## src/rtl/ecc_pkg.sv

```systemverilog
package ecc_pkg;

  localparam int DATA_W = 64;
  localparam int NBYTE  = DATA_W / 8;

  typedef enum logic [1:0] {
    SCH_PARITY = 2'd0,
    SCH_SEC64  = 2'd1,
    SCH_SEC32  = 2'd2
  } scheme_e;

  // number of independent SECDED groups
  function automatic int grp_cnt(scheme_e s);
    return (s == SCH_SEC32) ? 2 : 1;
  endfunction

  function automatic int grp_data(scheme_e s);
    return DATA_W / grp_cnt(s);
  endfunction

  // Hamming bits per group (overall parity bit not included)
  function automatic int grp_ham(scheme_e s);
    return (s == SCH_SEC32) ? 6 : 7;
  endfunction

  function automatic int chk_width(scheme_e s);
    return (s == SCH_PARITY) ? NBYTE : grp_cnt(s) * (grp_ham(s) + 1);
  endfunction

  // Hamming check bits: data bits occupy the non power-of-two code
  // positions 3,5,6,7,9...; check bit i covers positions with bit i set.
  function automatic logic [7:0] ham_bits(logic [63:0] d, int k, int r);
    logic [7:0] c;
    int idx;
    c   = '0;
    idx = 0;
    for (int p = 1; p < 128; p++) begin
      if (p <= k + r && (p & (p - 1)) != 0) begin
        if (idx < 64 && d[idx]) begin
          for (int i = 0; i < 8; i++) begin
            if (i < r && p[i]) c[i] = ~c[i];
          end
        end
        idx++;
      end
    end
    return c;
  endfunction

  // one-hot data mask of the bit sitting at code position s
  function automatic logic [63:0] ham_flip(logic [7:0] s, int k, int r);
    logic [63:0] f;
    int idx;
    f   = '0;
    idx = 0;
    for (int p = 1; p < 128; p++) begin
      if (p <= k + r && (p & (p - 1)) != 0) begin
        if (idx < 64 && p == int'(s)) f[idx] = 1'b1;
        idx++;
      end
    end
    return f;
  endfunction

endpackage

```

## src/rtl/ecc_encode.sv

```systemverilog
module ecc_encode #(
  parameter ecc_pkg::scheme_e SCHEME = ecc_pkg::SCH_SEC64,
  localparam int CW = ecc_pkg::chk_width(SCHEME)
) (
  input  logic [ecc_pkg::DATA_W-1:0] d,
  input  logic                       odd,
  output logic [CW-1:0]              c
);

  if (SCHEME == ecc_pkg::SCH_PARITY) begin : g_par
    for (genvar b = 0; b < ecc_pkg::NBYTE; b++) begin : g_byte
      assign c[b] = ^d[b*8 +: 8] ^ odd;
    end
  end else begin : g_sec
    localparam int NH = ecc_pkg::grp_cnt(SCHEME);
    localparam int KH = ecc_pkg::grp_data(SCHEME);
    localparam int RH = ecc_pkg::grp_ham(SCHEME);
    localparam int GW = RH + 1;
    for (genvar h = 0; h < NH; h++) begin : g_grp
      logic [KH-1:0] dseg;
      logic [RH-1:0] ham;
      assign dseg = d[h*KH +: KH];
      assign ham  = RH'(ecc_pkg::ham_bits(64'(dseg), KH, RH));
      // overall bit makes the whole group (data + Hamming + itself) even,
      // or odd under the odd strap
      assign c[h*GW +: GW] = {^dseg ^ ^ham ^ odd, ham};
    end
  end

endmodule

```

## src/rtl/ecc_decode.sv

```systemverilog
module ecc_decode #(
  parameter ecc_pkg::scheme_e SCHEME = ecc_pkg::SCH_SEC64,
  localparam int CW = ecc_pkg::chk_width(SCHEME)
) (
  input  logic [ecc_pkg::DATA_W-1:0] d,
  input  logic [CW-1:0]              c,
  input  logic                       odd,
  output logic [ecc_pkg::DATA_W-1:0] fixed,
  output logic                       ce,
  output logic                       ue
);

  if (SCHEME == ecc_pkg::SCH_PARITY) begin : g_par
    logic [ecc_pkg::NBYTE-1:0] bad;
    for (genvar b = 0; b < ecc_pkg::NBYTE; b++) begin : g_byte
      assign bad[b] = ^d[b*8 +: 8] ^ c[b] ^ odd;
    end
    assign fixed = d;
    assign ce    = 1'b0;
    assign ue    = |bad;
  end else begin : g_sec
    localparam int NH = ecc_pkg::grp_cnt(SCHEME);
    localparam int KH = ecc_pkg::grp_data(SCHEME);
    localparam int RH = ecc_pkg::grp_ham(SCHEME);
    localparam int GW = RH + 1;
    logic [NH-1:0] ce_g;
    logic [NH-1:0] ue_g;
    for (genvar h = 0; h < NH; h++) begin : g_grp
      logic [KH-1:0] dseg;
      logic [GW-1:0] cseg;
      logic [RH-1:0] syn;
      logic          odd_err;
      assign dseg    = d[h*KH +: KH];
      assign cseg    = c[h*GW +: GW];
      assign syn     = RH'(ecc_pkg::ham_bits(64'(dseg), KH, RH)) ^ cseg[RH-1:0];
      assign odd_err = ^dseg ^ ^cseg ^ odd;
      assign ce_g[h] = odd_err;
      assign ue_g[h] = !odd_err && (syn != '0);
      assign fixed[h*KH +: KH] =
        dseg ^ (odd_err ? KH'(ecc_pkg::ham_flip(8'(syn), KH, RH)) : '0);
    end
    assign ce = |ce_g;
    assign ue = |ue_g;
  end

endmodule

```

## src/rtl/ecc_store.sv

```systemverilog
module ecc_store #(
  parameter int W  = 72,
  parameter int AW = 4,
  localparam int DEPTH = 1 << AW
) (
  input  logic          clk,
  input  logic          we,
  input  logic          re,
  input  logic [AW-1:0] addr,
  input  logic [W-1:0]  wd,
  output logic [W-1:0]  rd
);

  logic [W-1:0] mem [DEPTH];

  always_ff @(posedge clk) begin
    if (we) mem[addr] <= wd;
    if (re) rd <= mem[addr];
  end

endmodule

```

## src/rtl/ecc_mem_path.sv

```systemverilog
module ecc_mem_path #(
  parameter ecc_pkg::scheme_e SCHEME = ecc_pkg::SCH_SEC64,
  parameter int AW = 4,
  localparam int CW = ecc_pkg::chk_width(SCHEME)
) (
  input  logic                       clk,
  input  logic                       rst,
  input  logic                       req_valid,
  input  logic                       req_write,
  input  logic [AW-1:0]              req_addr,
  input  logic [ecc_pkg::DATA_W-1:0] req_wdata,
  input  logic [ecc_pkg::DATA_W-1:0] inj_data_mask,
  input  logic [CW-1:0]              inj_chk_mask,
  input  logic                       ctl_en,
  input  logic                       ctl_correct,
  input  logic                       cfg_odd_parity,
  output logic                       rd_valid,
  output logic [ecc_pkg::DATA_W-1:0] rd_data,
  output logic                       err_ce,
  output logic                       err_ue,
  output logic [AW-1:0]              err_addr
);

  localparam int DW = ecc_pkg::DATA_W;
  localparam int RW = DW + CW;

  logic          wr_req;
  logic          rd_req;
  logic [CW-1:0] enc_chk;
  logic [RW-1:0] row_wr;
  logic [RW-1:0] row_rd;
  logic [DW-1:0] raw_data;
  logic [CW-1:0] raw_chk;
  logic [DW-1:0] fix_data;
  logic          dec_ce;
  logic          dec_ue;

  logic          rv_q;
  logic [AW-1:0] addr_q;
  logic          en_q;
  logic          cor_q;
  logic          odd_q;

  assign wr_req = req_valid && req_write;
  assign rd_req = req_valid && !req_write;

  ecc_encode #(.SCHEME(SCHEME)) u_enc (
    .d   (req_wdata),
    .odd (cfg_odd_parity),
    .c   (enc_chk)
  );

  // fault injection sits after the encoder, so planted flips are real errors
  assign row_wr = {enc_chk ^ inj_chk_mask, req_wdata ^ inj_data_mask};

  ecc_store #(.W(RW), .AW(AW)) u_store (
    .clk  (clk),
    .we   (wr_req),
    .re   (rd_req),
    .addr (req_addr),
    .wd   (row_wr),
    .rd   (row_rd)
  );

  assign raw_data = row_rd[DW-1:0];
  assign raw_chk  = row_rd[RW-1:DW];

  always_ff @(posedge clk) begin
    if (rst) begin
      rv_q   <= 1'b0;
      addr_q <= '0;
      en_q   <= 1'b0;
      cor_q  <= 1'b0;
      odd_q  <= 1'b0;
    end else begin
      rv_q <= rd_req;
      if (rd_req) begin
        addr_q <= req_addr;
        en_q   <= ctl_en;
        cor_q  <= ctl_correct;
        odd_q  <= cfg_odd_parity;
      end
    end
  end

  ecc_decode #(.SCHEME(SCHEME)) u_dec (
    .d     (raw_data),
    .c     (raw_chk),
    .odd   (odd_q),
    .fixed (fix_data),
    .ce    (dec_ce),
    .ue    (dec_ue)
  );

  assign rd_valid = rv_q;
  assign rd_data  = (en_q && cor_q) ? fix_data : raw_data;
  assign err_ue   = rv_q && en_q && dec_ue;
  assign err_ce   = rv_q && en_q && dec_ce && !dec_ue;
  assign err_addr = addr_q;

endmodule

```

## config.mk

```make
export PLATFORM = sky130hd
export DESIGN_NAME = ecc_mem_path
export DESIGN_NICKNAME = d
export VERILOG_FILES = /design/src/rtl/ecc_pkg.sv /design/src/rtl/ecc_encode.sv /design/src/rtl/ecc_decode.sv /design/src/rtl/ecc_store.sv /design/src/rtl/ecc_mem_path.sv
export SDC_FILE = /design/constraint.sdc
export NUM_CORES = 1
export LEC_CHECK = 0
export ABC_AREA = 1
export BUFFER_PORTS_ARGS = -buffer_cell sky130_fd_sc_hd__buf_2
export CORE_MARGIN = 2
export CORE_UTILIZATION = 45
export DETAILED_ROUTE_END_ITERATION = 8
export SYNTH_ARGS = -nofsm -noshare
export SYNTH_HDL_FRONTEND = slang
export SYNTH_SLANG_ARGS = --single-unit
```

## constraint.sdc

```tcl
create_clock -name clk -period 5.7 [get_ports clk]
set_input_delay 1.14 -clock clk [delete_from_list [all_inputs] [get_ports clk]]
set_output_delay 1.14 -clock clk [all_outputs]
set_load 0.02 [all_outputs]
```

=== Yosys cells after proc, flatten, opt, wreduce, memory -nomap -nowiden ===
Memory sizes are Yosys's and may differ from the RTL's. A register that Yosys moved wholly into a read port is not among the register bits.
Index checks and enable logic that the tools add are counted.

* Add/subtract/negate cells: 0
* Multipliers: 0
* Div/mod/pow operators: 0
* Magnitude comparators: 0
* Equality and inequality tests: 64
* Shift-type cells: 0
* Mux-type cells: 726
* Bitwise operators: 404
* Reduce and logical (&&, ||, !) cells: 17

{| class="wikitable"
|+ Operators by type and width
! operator !! number
|-
| 1-bit two-way mux || 557
|-
| 1-bit NOT || 396
|-
| 7-bit equality test, first input constant || 38
|-
| 64-bit two-way mux || 3
|-
| 64-bit parity || 2
|-
| 64-bit XOR || 2
|-
| 2-bit two-way mux || 61
|-
| 6-bit by 7-bit equality test with 1-bit output, first input constant || 15
|-
| 3-bit two-way mux || 27
|-
| 63-bit two-way mux || 1
|-
| 62-bit two-way mux || 1
|-
| 61-bit two-way mux || 1
|-
| 60-bit two-way mux || 1
|-
| 59-bit two-way mux || 1
|-
| 58-bit two-way mux || 1
|-
| 57-bit two-way mux || 1
|-
| 56-bit two-way mux || 1
|-
| 55-bit two-way mux || 1
|-
| 54-bit two-way mux || 1
|-
| 53-bit two-way mux || 1
|-
| 4-bit two-way mux || 13
|-
| 52-bit two-way mux || 1
|-
| 51-bit two-way mux || 1
|-
| 50-bit two-way mux || 1
|-
| other kinds (57) || 83
|}

* Register bits after elaboration: 8
* Latch bits: 0
* RAM bits: 1152
* Memory bits (read-only): 0
* Input bits: 147
* Output and inout port bits: 71
* Logic and storage cells: 1217
* Memories kept: 1

{| class="wikitable"
|+ Memory list
! memory !! depth !! width !! read ports !! clocked after memory_dff !! write ports !! line !! source
|-
| u_store.mem || 16 || 72 || 1 || 1 || 1 || ecc_store.sv:14 || <nowiki>logic [W-1:0] mem [DEPTH];</nowiki>
|}

=== Depth between registers and ports, before layout ===
Gate-level depths: netlist (run 1).

* Word-level depth: 173
* Mapped depth: 25
* Mapped depth without buffers: 25

=== Cells and area by module ===
From an unflattened synthesis (run 1), not the netlist that was laid out.

* Cell total of the unflattened synthesis: 6920
* Area total of the unflattened synthesis: 60300.3 µm²

{| class="wikitable"
|+ Modules (own cells, without submodules)
! module !! instances !! cells an instance !! area each (µm²) !! seq. area each (µm²)
|-
| ecc_store || 1 || 4715 || 50144.3 || 36755.3
|-
| ecc_decode || 1 || 1142 || 4939.7 || 0.0
|-
| ecc_encode || 1 || 722 || 3304.4 || 0.0
|-
| ecc_mem_path || 1 || 341 || 1911.8 || 160.2
|}

=== Worst setup path after synthesis (run 1) ===
OpenSTA, ideal clock, no wires.

* Path type: input to register
* Start point: input req_addr[1]
* End point: memory u_store.mem[10][0], enable pin
* Setup time: 0.503 ns
* Arrival time: 5.435 ns
* Required time: 5.197 ns
* Slack: -0.238 ns
* Cell stages on the path: 7
* Buffers on the path: 3
* Cells stage by stage: clkbuf_1 inv_1 nor2_1 clkbuf_1 buf_1 nand2_1 nor2_1

{| class="wikitable"
|+ RTL lines
! what !! line !! source
|-
| start, declared || ecc_mem_path.sv:10 || <nowiki>input logic [AW-1:0] req_addr,</nowiki>
|-
| end, declared || ecc_store.sv:14 ||
|}

Straight into the memory's write port.

=== Final worst setup path (run 1) ===
* Start point: register u_store.rd[61] (read register of u_store.mem)
* End point: output rd_data[27] (netlist bit)

* Longest elaborated chain between the ends: 49

{| class="wikitable"
|+ Ends and longest elaborated chain
! what !! line !! source
|-
| start, declared || ecc_store.sv:11 || <nowiki>output logic [W-1:0] rd</nowiki>
|-
| 1-bit two-way mux || ecc_pkg.sv:39 || <nowiki>if (idx < 64 && d[idx]) begin</nowiki>
|-
| 1-bit NOT || ecc_pkg.sv:41 || <nowiki>if (i < r && p[i]) c[i] = ~c[i];</nowiki>
|-
| 1-bit two-way mux || ecc_pkg.sv:39 ||
|-
| 2-bit two-way mux / 1-bit two-way mux (equally long branches) || ecc_pkg.sv:39 ||
|-
| 1-bit NOT || ecc_pkg.sv:41 ||
|-
| 1-bit two-way mux || ecc_pkg.sv:39 ||
|-
| 3-bit two-way mux / 1-bit two-way mux (equally long branches) || ecc_pkg.sv:39 ||
|-
| 7-bit XOR || ecc_decode.sv:35 || <nowiki>assign syn = RH'(ecc_pkg::ham_bits(64'(dseg), KH, RH)) ^ cseg[RH-1:0];</nowiki>
|-
| (+33 left out) || -- ||
|-
| 60-bit two-way mux || ecc_pkg.sv:58 || <nowiki>if (idx < 64 && p == int'(s)) f[idx] = 1'b1;</nowiki>
|-
| 61-bit two-way mux || ecc_pkg.sv:58 ||
|-
| 62-bit two-way mux || ecc_pkg.sv:58 ||
|-
| 63-bit two-way mux || ecc_pkg.sv:58 ||
|-
| 64-bit two-way mux || ecc_pkg.sv:58 ||
|-
| 64-bit two-way mux (*) || ecc_decode.sv:40 || <nowiki>dseg ^ (odd_err ? KH'(ecc_pkg::ham_flip(8'(syn), KH, RH)) : '0);</nowiki>
|-
| 64-bit XOR (*) || ecc_decode.sv:40 ||
|-
| 64-bit two-way mux (*) || ecc_mem_path.sv:96 || <nowiki>assign rd_data = (en_q && cor_q) ? fix_data : raw_data;</nowiki>
|-
| end, declared || ecc_mem_path.sv:18 || <nowiki>output logic [ecc_pkg::DATA_W-1:0] rd_data,</nowiki>
|}

Every way passes the cells marked *; elsewhere a longest branch is shown, timed or not. The select of a mux whose other input is x is not followed.

==> summary.md, run 1 <==
| Metric | Value |
|---|---|
| Mapped cell area | `about 52000 µm²` |
| Fin crit period | `5.310 ns` |
| Pins over their slew limit | `0` |
| Clock sinks | `1232` |
| Clk_lat worst skew | `~0.72 ns` |
| Layout area overhead | `13.65%` |
| Final Cycle Share | `0.9315` |
| Unrepaired setup endpoints after global routing | `false` |
| Leakage | `~0.021 µW` |
| Final core utilization | `0.5157` |
| Post-detail-place hpwl | `94860 µm` |
| Number of synthesized register bits | `~1200` |
| Synth unique cells | `34` |
| WL final | `roughly 160000 µm` |
| Overall power | `~21000 µW` |
| GPL Wtd Cong | `0.9123` |
| Max rail drop VDD | `0.2585 mV` |
| Starting Density | `0.4537` |
| Post-synth EDFFs | `1224` |
| Row cnt | `124` |
| Post-Synthesis Cells | `3966` |
| DR vias | `~34000` |
| CTS Hold Bufs | `0` |
| CTS max path bufs | `3` |
| Syn_area_per_cell | `13.08 µm²` |
| I/O pin count | `218` |
| Final hold violations | `0` |
| GRT Util Overall | `0.2638` |
| Initial drt markers | `3733` |
| TritonCTS clock tree | `built` |
| Layout cells sized above 1 | `0.1230` |
| Worst EP arrival | `about 4.2 ns` |
| Slowest-stage cell, CP | `nor2_2` |
| Top-count cell post-synth | `edfxtp_1` |
| Net Count, Synth | `4113` |
| CP required | `4.56 ns` |
| Pin count of the biggest net entering global routing | `154` |
| Max-Cap Viols | `0` |
| Max stage delay on crit path | `between 0.5 and 0.6 ns` |
| Die X | `343.6 µm` |
| Max Fclk | `~0.19 GHz` |
| Global route overflow | `0` |
| Actual slew at the worst max-slew pin | `~1.3 ns` |
| Number of buffers created by CTS | `approximately 120` |
| Status | `finished clean` |
| Wire per inst | `27.07 µm` |
| H-tree levels | `3` |
| First-pass GRT wire length | `223800 µm` |
| Finish-stage setup viols | `0` |
| Initial antenna violation count | `11` |
| PD cells | `351.1 nW/µm²` |
| Crit path cell chain | `xnor2_1 > xor2_1 > nand2_1 > nand2_1 > inv_1 > nand2_1 > nand3_1 > nand2_1 > nand2_1 > nand2_2 > inv_2 > nand2_2 > nand3_4 > nor2_2 > nand2_1 > nand2_1 > nand2_1 > inv_1 > buf_2` |
| Number of synthesis warnings | `0` |
| TritonRoute pass-1 iters | `5` |
| Leading area contributor after synthesis | `edfxtp_1` |
| Async S/R FF share, synth | `0` |
| Final ANT Viol Nets | `0` |
| Worst min path class | `register to register` |
| Top post-synthesis cells by area | `edfxtp_1 (71%), a22oi_1 (8.3%), nand2_1 (5.9%)` |
| Most frequent CP cell | `nand2_1` |
| Core area | `between 100000 and 150000 µm²` |
| CP Max Fanout | `14` |
| Vias in the first global route | `32010` |
| # nets final | `4336` |
| Die height | `~340 µm` |
| Die Area | `118000 µm²` |
| Post-CTS setup repair buffer count | `0` |
| Top_reg_cell synth | `edfxtp_1` |
| CP endpoint kind | `primary output` |
| CP startpoint kind | `register` |
| Vias per cell | `5.823` |
| Post-synthesis sequential area ratio | `0.7115` |
| Skew final | `0.02865 ns` |
| Post-synth top area share | `0.7084` |
| Clock transition at the registers of the reported paths | `0.06 ns` |
| Root Buffer | `clkbuf_16` |
| DRC viols | `0` |
| Slew HR | `0.1062` |
| Most common library cells after synthesis | `edfxtp_1 (1224), nand2_1 (814), a22oi_1 (576), a21oi_1 (288), inv_1 (223)` |
| Port Buf Inserts | `~220` |
| Kind of critical path | `register to primary output` |
## what timing repair did
action | 4_1_cts | 5_1_grt
setup endpoints to repair | 0 | 1
resized for setup | 0 | 1
endpoints found under the hold margin | 0 | 0
## kinds of logic after synthesis
logic type | share of synthesized area
DFF | 0.7115
and+or+nand+nor | 0.1037
AOI/OAI and AO/OA | 0.1125
buffers and inverters | 0.03128
xor gates and xnor gates | 0.04104
## state kept, by name, summed over array words and instances (netlist names)
name,flops
en_q,1
err_addr,4
u_store.rd,72
odd_q,1
cor_q,1
u_store.mem,1152
rd_valid,1
## path summary, 6_finish.rpt
kind	slack (ns)	endpoint	depth (start not counted)	start
setup / recovery	0.39	rd_data[27]	19	u_store.rd[61]
setup reg to reg	3.81	u_store.rd[54]	3	u_store.mem[0][54]
hold reg to reg	0.48	cor_q	2	cor_q
hold / removal	0.48	cor_q	2	cor_q
## per-layer routing
| layer | part of all wire | wire (µm) | vias to the layer above | global-route usage |
|---|---|---|---|---|
| met5 | 0.00035 | 55 | - | 0 |
| met4 | 0.025 | 3921 | 8 | 0.07797 |
| met3 | 0.10 | 16210 | 198 | 0.06808 |
| met2 | 0.45 | 71220 | 1616 | 0.4038 |
| met1 | 0.42 | 65830 | 16820 | 0.3724 |
| li1 | - | - | 15180 | - |
## worst max-delay path, delay by kind of cell (launching register included)
family	cells	cell delay, ns
xor+xnor	2	0.73
flops	1	0.45
simple gates	13	1.97
buf+inv	4	0.31
## metrics by stage
step / instances / setup TNS [ns] / hold WS, ns / area [µm²] / setup slack (ns)
floorplan: 3966 / -174.69 / 0.4501 / 51890 / -0.2377
global placement: 5578 / 0 / 0.4619 / 55140 / 1.101
detailed placement: 5578 / 0 / 0.4742 / 55140 / 1.137
CTS: 5805 / 0 / 0.4838 / 58950 / 0.3544
global route: 5805 / 0 / 0.5150 / 58960 / 0.02553
finish: 5808 / 0 / 0.4841 / 58970 / 0.3904
## power by group
part           switching [µW]  internal [µW]  total (µW)
Combinational            1900            636        2530
Clock                    3390           4260        7650
Sequential               78.4          10400       10500
Total                    5370          15300       20700
## cells in the final DEF, fill, tap and decap left out, types with 4 or more instances in the layout
cell,instances
inv_1,219
nand3b_1,45
clkbuf_1,30
o21ai_0,8
nor2_4,23
nor2_2,8
xor2_1,138
buf_4,49
nand4_1,6
edfxtp_1,1224
nor2_1,48
clkbuf_16,121
buf_12,25
xnor2_1,94
xor2_2,4
inv_4,4
or2_2,8
or4_1,72
nand3_1,158
clkbuf_8,12
dfxtp_1,8
clkinv_2,17
a21oi_1,288
bufinv_16,4
nand2_2,5
clkinv_1,31
nor2_8,8
nand2_1,813
clkinvlp_4,7
a22oi_1,576
buf_2,217
## area by class of cell
type	count	area (µm²)
clock buffers	163	3306
well taps	1512	1892
fillers	9666	55380
repair buffers	291	1954
multi-input cells	2313	13500
inverters	230	880.8
diodes	3	7.507
clock inverters	64	509.2
flip-flops and latches	1232	36920
No activity file was read; power rests on OpenSTA's default activity.
==> run 2, diff against run 1 <==
CORE_ASPECT_RATIO = 2   (was not set)
==> summary.md, run 2 (same netlist as run 1, synthesis figures left out) <==
| Metric | Value |
|---|---|
| Status | `finished clean (unchanged)` |
| CP startpoint kind | `register (unchanged)` |
| Clk_lat worst skew | `0.70 ns (was 0.72 ns)` |
| Unrepaired setup endpoints after global routing | `false (unchanged)` |
| Wire per inst | `27.38 µm (was 27.07 µm)` |
| Max rail drop VDD | `0.2286 mV (was 0.2585 mV)` |
| I/O pin count | `218 (unchanged)` |
| Post-detail-place hpwl | `95540 µm (was 94860 µm)` |
| Pin count of the biggest net entering global routing | `129 (was 154)` |
| Root Buffer | `clkbuf_16 (unchanged)` |
| Die Area | `118200 µm² (was 118000 µm²)` |
| Initial drt markers | `3287 (was 3733)` |
| Finish-stage setup viols | `0 (unchanged)` |
| PnR worst setup slack | `0.3448 ns (was 0.3904 ns)` |
| Initial antenna violation count | `4 (was 11)` |
| Clock sinks | `1232 (unchanged)` |
| GPL Wtd Cong | `0.9956 (was 0.9123)` |
| Max Fclk | `0.1867 GHz (was 0.1883 GHz)` |
| Actual slew at the worst max-slew pin | `1.409 ns (was 1.336 ns)` |
| Dpl ws | `1.108 ns (was 1.137 ns)` |
| # nets final | `4312 (was 4336)` |
| Global route overflow | `0 (unchanged)` |
| PD cells | `343.0 nW/µm² (was 351.1 nW/µm²)` |
| CP required | `4.56 ns (about the same)` |
| Die X | `244.1 µm (was 343.6 µm)` |
| Leakage | `0.02095 µW (was 0.02121 µW)` |
| Skew final | `0.03874 ns (was 0.02865 ns)` |
| CTS Hold Bufs | `0 (unchanged)` |
| Worst hold margin | `0.4812 ns (was 0.4841 ns)` |
| Max reg flops | `1152 (unchanged)` |
| CP Max Fanout | `8 (was 14)` |
| CTS resizes | `0 (unchanged)` |
| Port Buf Inserts | `217 (unchanged)` |
| CP endpoint kind | `primary output (unchanged)` |
| CTS max path bufs | `3 (unchanged)` |
| Final ANT Viol Nets | `0 (unchanged)` |
| Pins over their slew limit | `0 (unchanged)` |
| Biggest register | `u_store.mem (unchanged)` |
| Most used routing layer in global routing | `met2 (unchanged)` |
| Slew HR | `0.05772 (was 0.1062)` |
| Starting Density | `0.4522 (was 0.4537)` |
| GRT Util Overall | `0.2640 (was 0.2638)` |
| TritonRoute pass-1 iters | `5 (unchanged)` |
| Layout cells sized above 1 | `0.1195 (was 0.1230)` |
| Max-Cap Viols | `0 (unchanged)` |
| Row cnt | `176 (was 124)` |
| H-tree levels | `3 (unchanged)` |
| GRT met2 Usage | `0.4549 (was 0.4038)` |
| WL final | `157700 µm (was 157200 µm)` |
| Core area | `114700 µm² (was 114300 µm²)` |
| Number of buffers created by CTS | `95 (was 121)` |
| DRC viols | `0 (unchanged)` |
| Final Cycle Share | `0.9395 (was 0.9315)` |
| GR Util met3 | `0.03113 (was 0.06808)` |
| Fin crit period | `5.355 ns (was 5.310 ns)` |
| Layout area overhead | `12.55% (was 13.65%)` |
| Die height | `484.2 µm (was 343.6 µm)` |
| Vias in the first global route | `32600 (was 32010)` |
| Clock transition at the registers of the reported paths | `0.08 ns (was 0.06 ns)` |
| Commonest non-fill, non-tap cell in the layout | `edfxtp_1 (unchanged)` |
| Fillers | `9853 (was 9666)` |
| Final hold violations | `0 (unchanged)` |
| DR vias | `33630 (was 33820)` |
| TritonCTS clock tree | `built (unchanged)` |
| Most frequent cells in the layout | `edfxtp_1 (1224), nand2_1 (813), a22oi_1 (576), a21oi_1 (288), inv_1 (219) (unchanged)` |
| Worst EP arrival | `4.22 ns (was 4.17 ns)` |
| Hold depth | `2 (unchanged)` |
| Kind of critical path | `register to primary output (unchanged)` |
| Worst R2R Path Depth | `3 (unchanged)` |
| Worst min path class | `register to register (unchanged)` |
| Post-CTS setup repair buffer count | `0 (unchanged)` |
| First-pass GRT wire length | `224600 µm (was 223800 µm)` |
| Met1 Usage GRT | `0.3286 (was 0.3724)` |
| Vias per cell | `5.838 (was 5.823)` |
==> run 2: routing by layer <==
metal | routed length (µm) | share of wire
met1 | 60480 | 0.38
met2 | 79130 | 0.50
met3 | 9666 | 0.061
met4 | 8432 | 0.053
met5 | 0 | 0
==> run 2: metrics by stage <==
stage	power [µW]	cell area, µm²	instances	setup TNS [ns]	utilization
after detailed placement	13240	55130	5581	0	0.4805
after global placement	13200	55130	5581	0	0.4805
after floorplan	12240	51890	3966	-174.69	-
after CTS	20080	58380	5756	0	0.5089
after global routing	20630	58390	5757	0	0.5089
final	20030	58400	5761	0	0.5090
==> run 2: layout make-up <==
class | instances | area (µm²) | share of cell area
inverters | 230 | 880.8 | 0.01508
flip-flops and latches | 1232 | 36920 | 0.6321
diodes | 5 | 12.51 | 0.0002143
repair buffers | 293 | 1944 | 0.03330
multi-input cells | 2313 | 13500 | 0.2311
clock inverters | 68 | 790.8 | 0.01354
clock buffers | 107 | 2465 | 0.04221
well taps | 1513 | 1893 | 0.03242
==> run 2: critical path, cell delays in order (launching register included) <==
cell,delay (ns)
edfxtp_1,0.48
inv_1,0.14
nor2_1,0.06
nor2_1,0.57
nand2_1,0.12
nand2_1,0.10
inv_1,0.04
nand2_1,0.05
nand2_1,0.08
nand2_1,0.07
inv_1,0.04
nor2_1,0.11
nand3_1,0.08
nand2_1,0.21
inv_1,0.08
nand2_2,0.08
nand3_4,0.18
buf_4,0.33
nor2_8,0.28
nand2_1,0.08
nand2_1,0.07
nand2_1,0.07
buf_2,0.16
==> run 2: final timing paths <==
kind	endpoint	slack [ns]	startpoint
setup / recovery	rd_data[55]	0.34	u_store.rd[10]
hold reg to reg	cor_q	0.48	cor_q
hold / removal	cor_q	0.48	cor_q
setup reg to reg	u_store.rd[8]	3.87	u_store.mem[8][8]
==> run 2: where the power goes <==
group          switching, µW  internal [µW]
sequential              75.2          10400
clock                   3150           3820
combinational           1910            643
total                   5130          14900
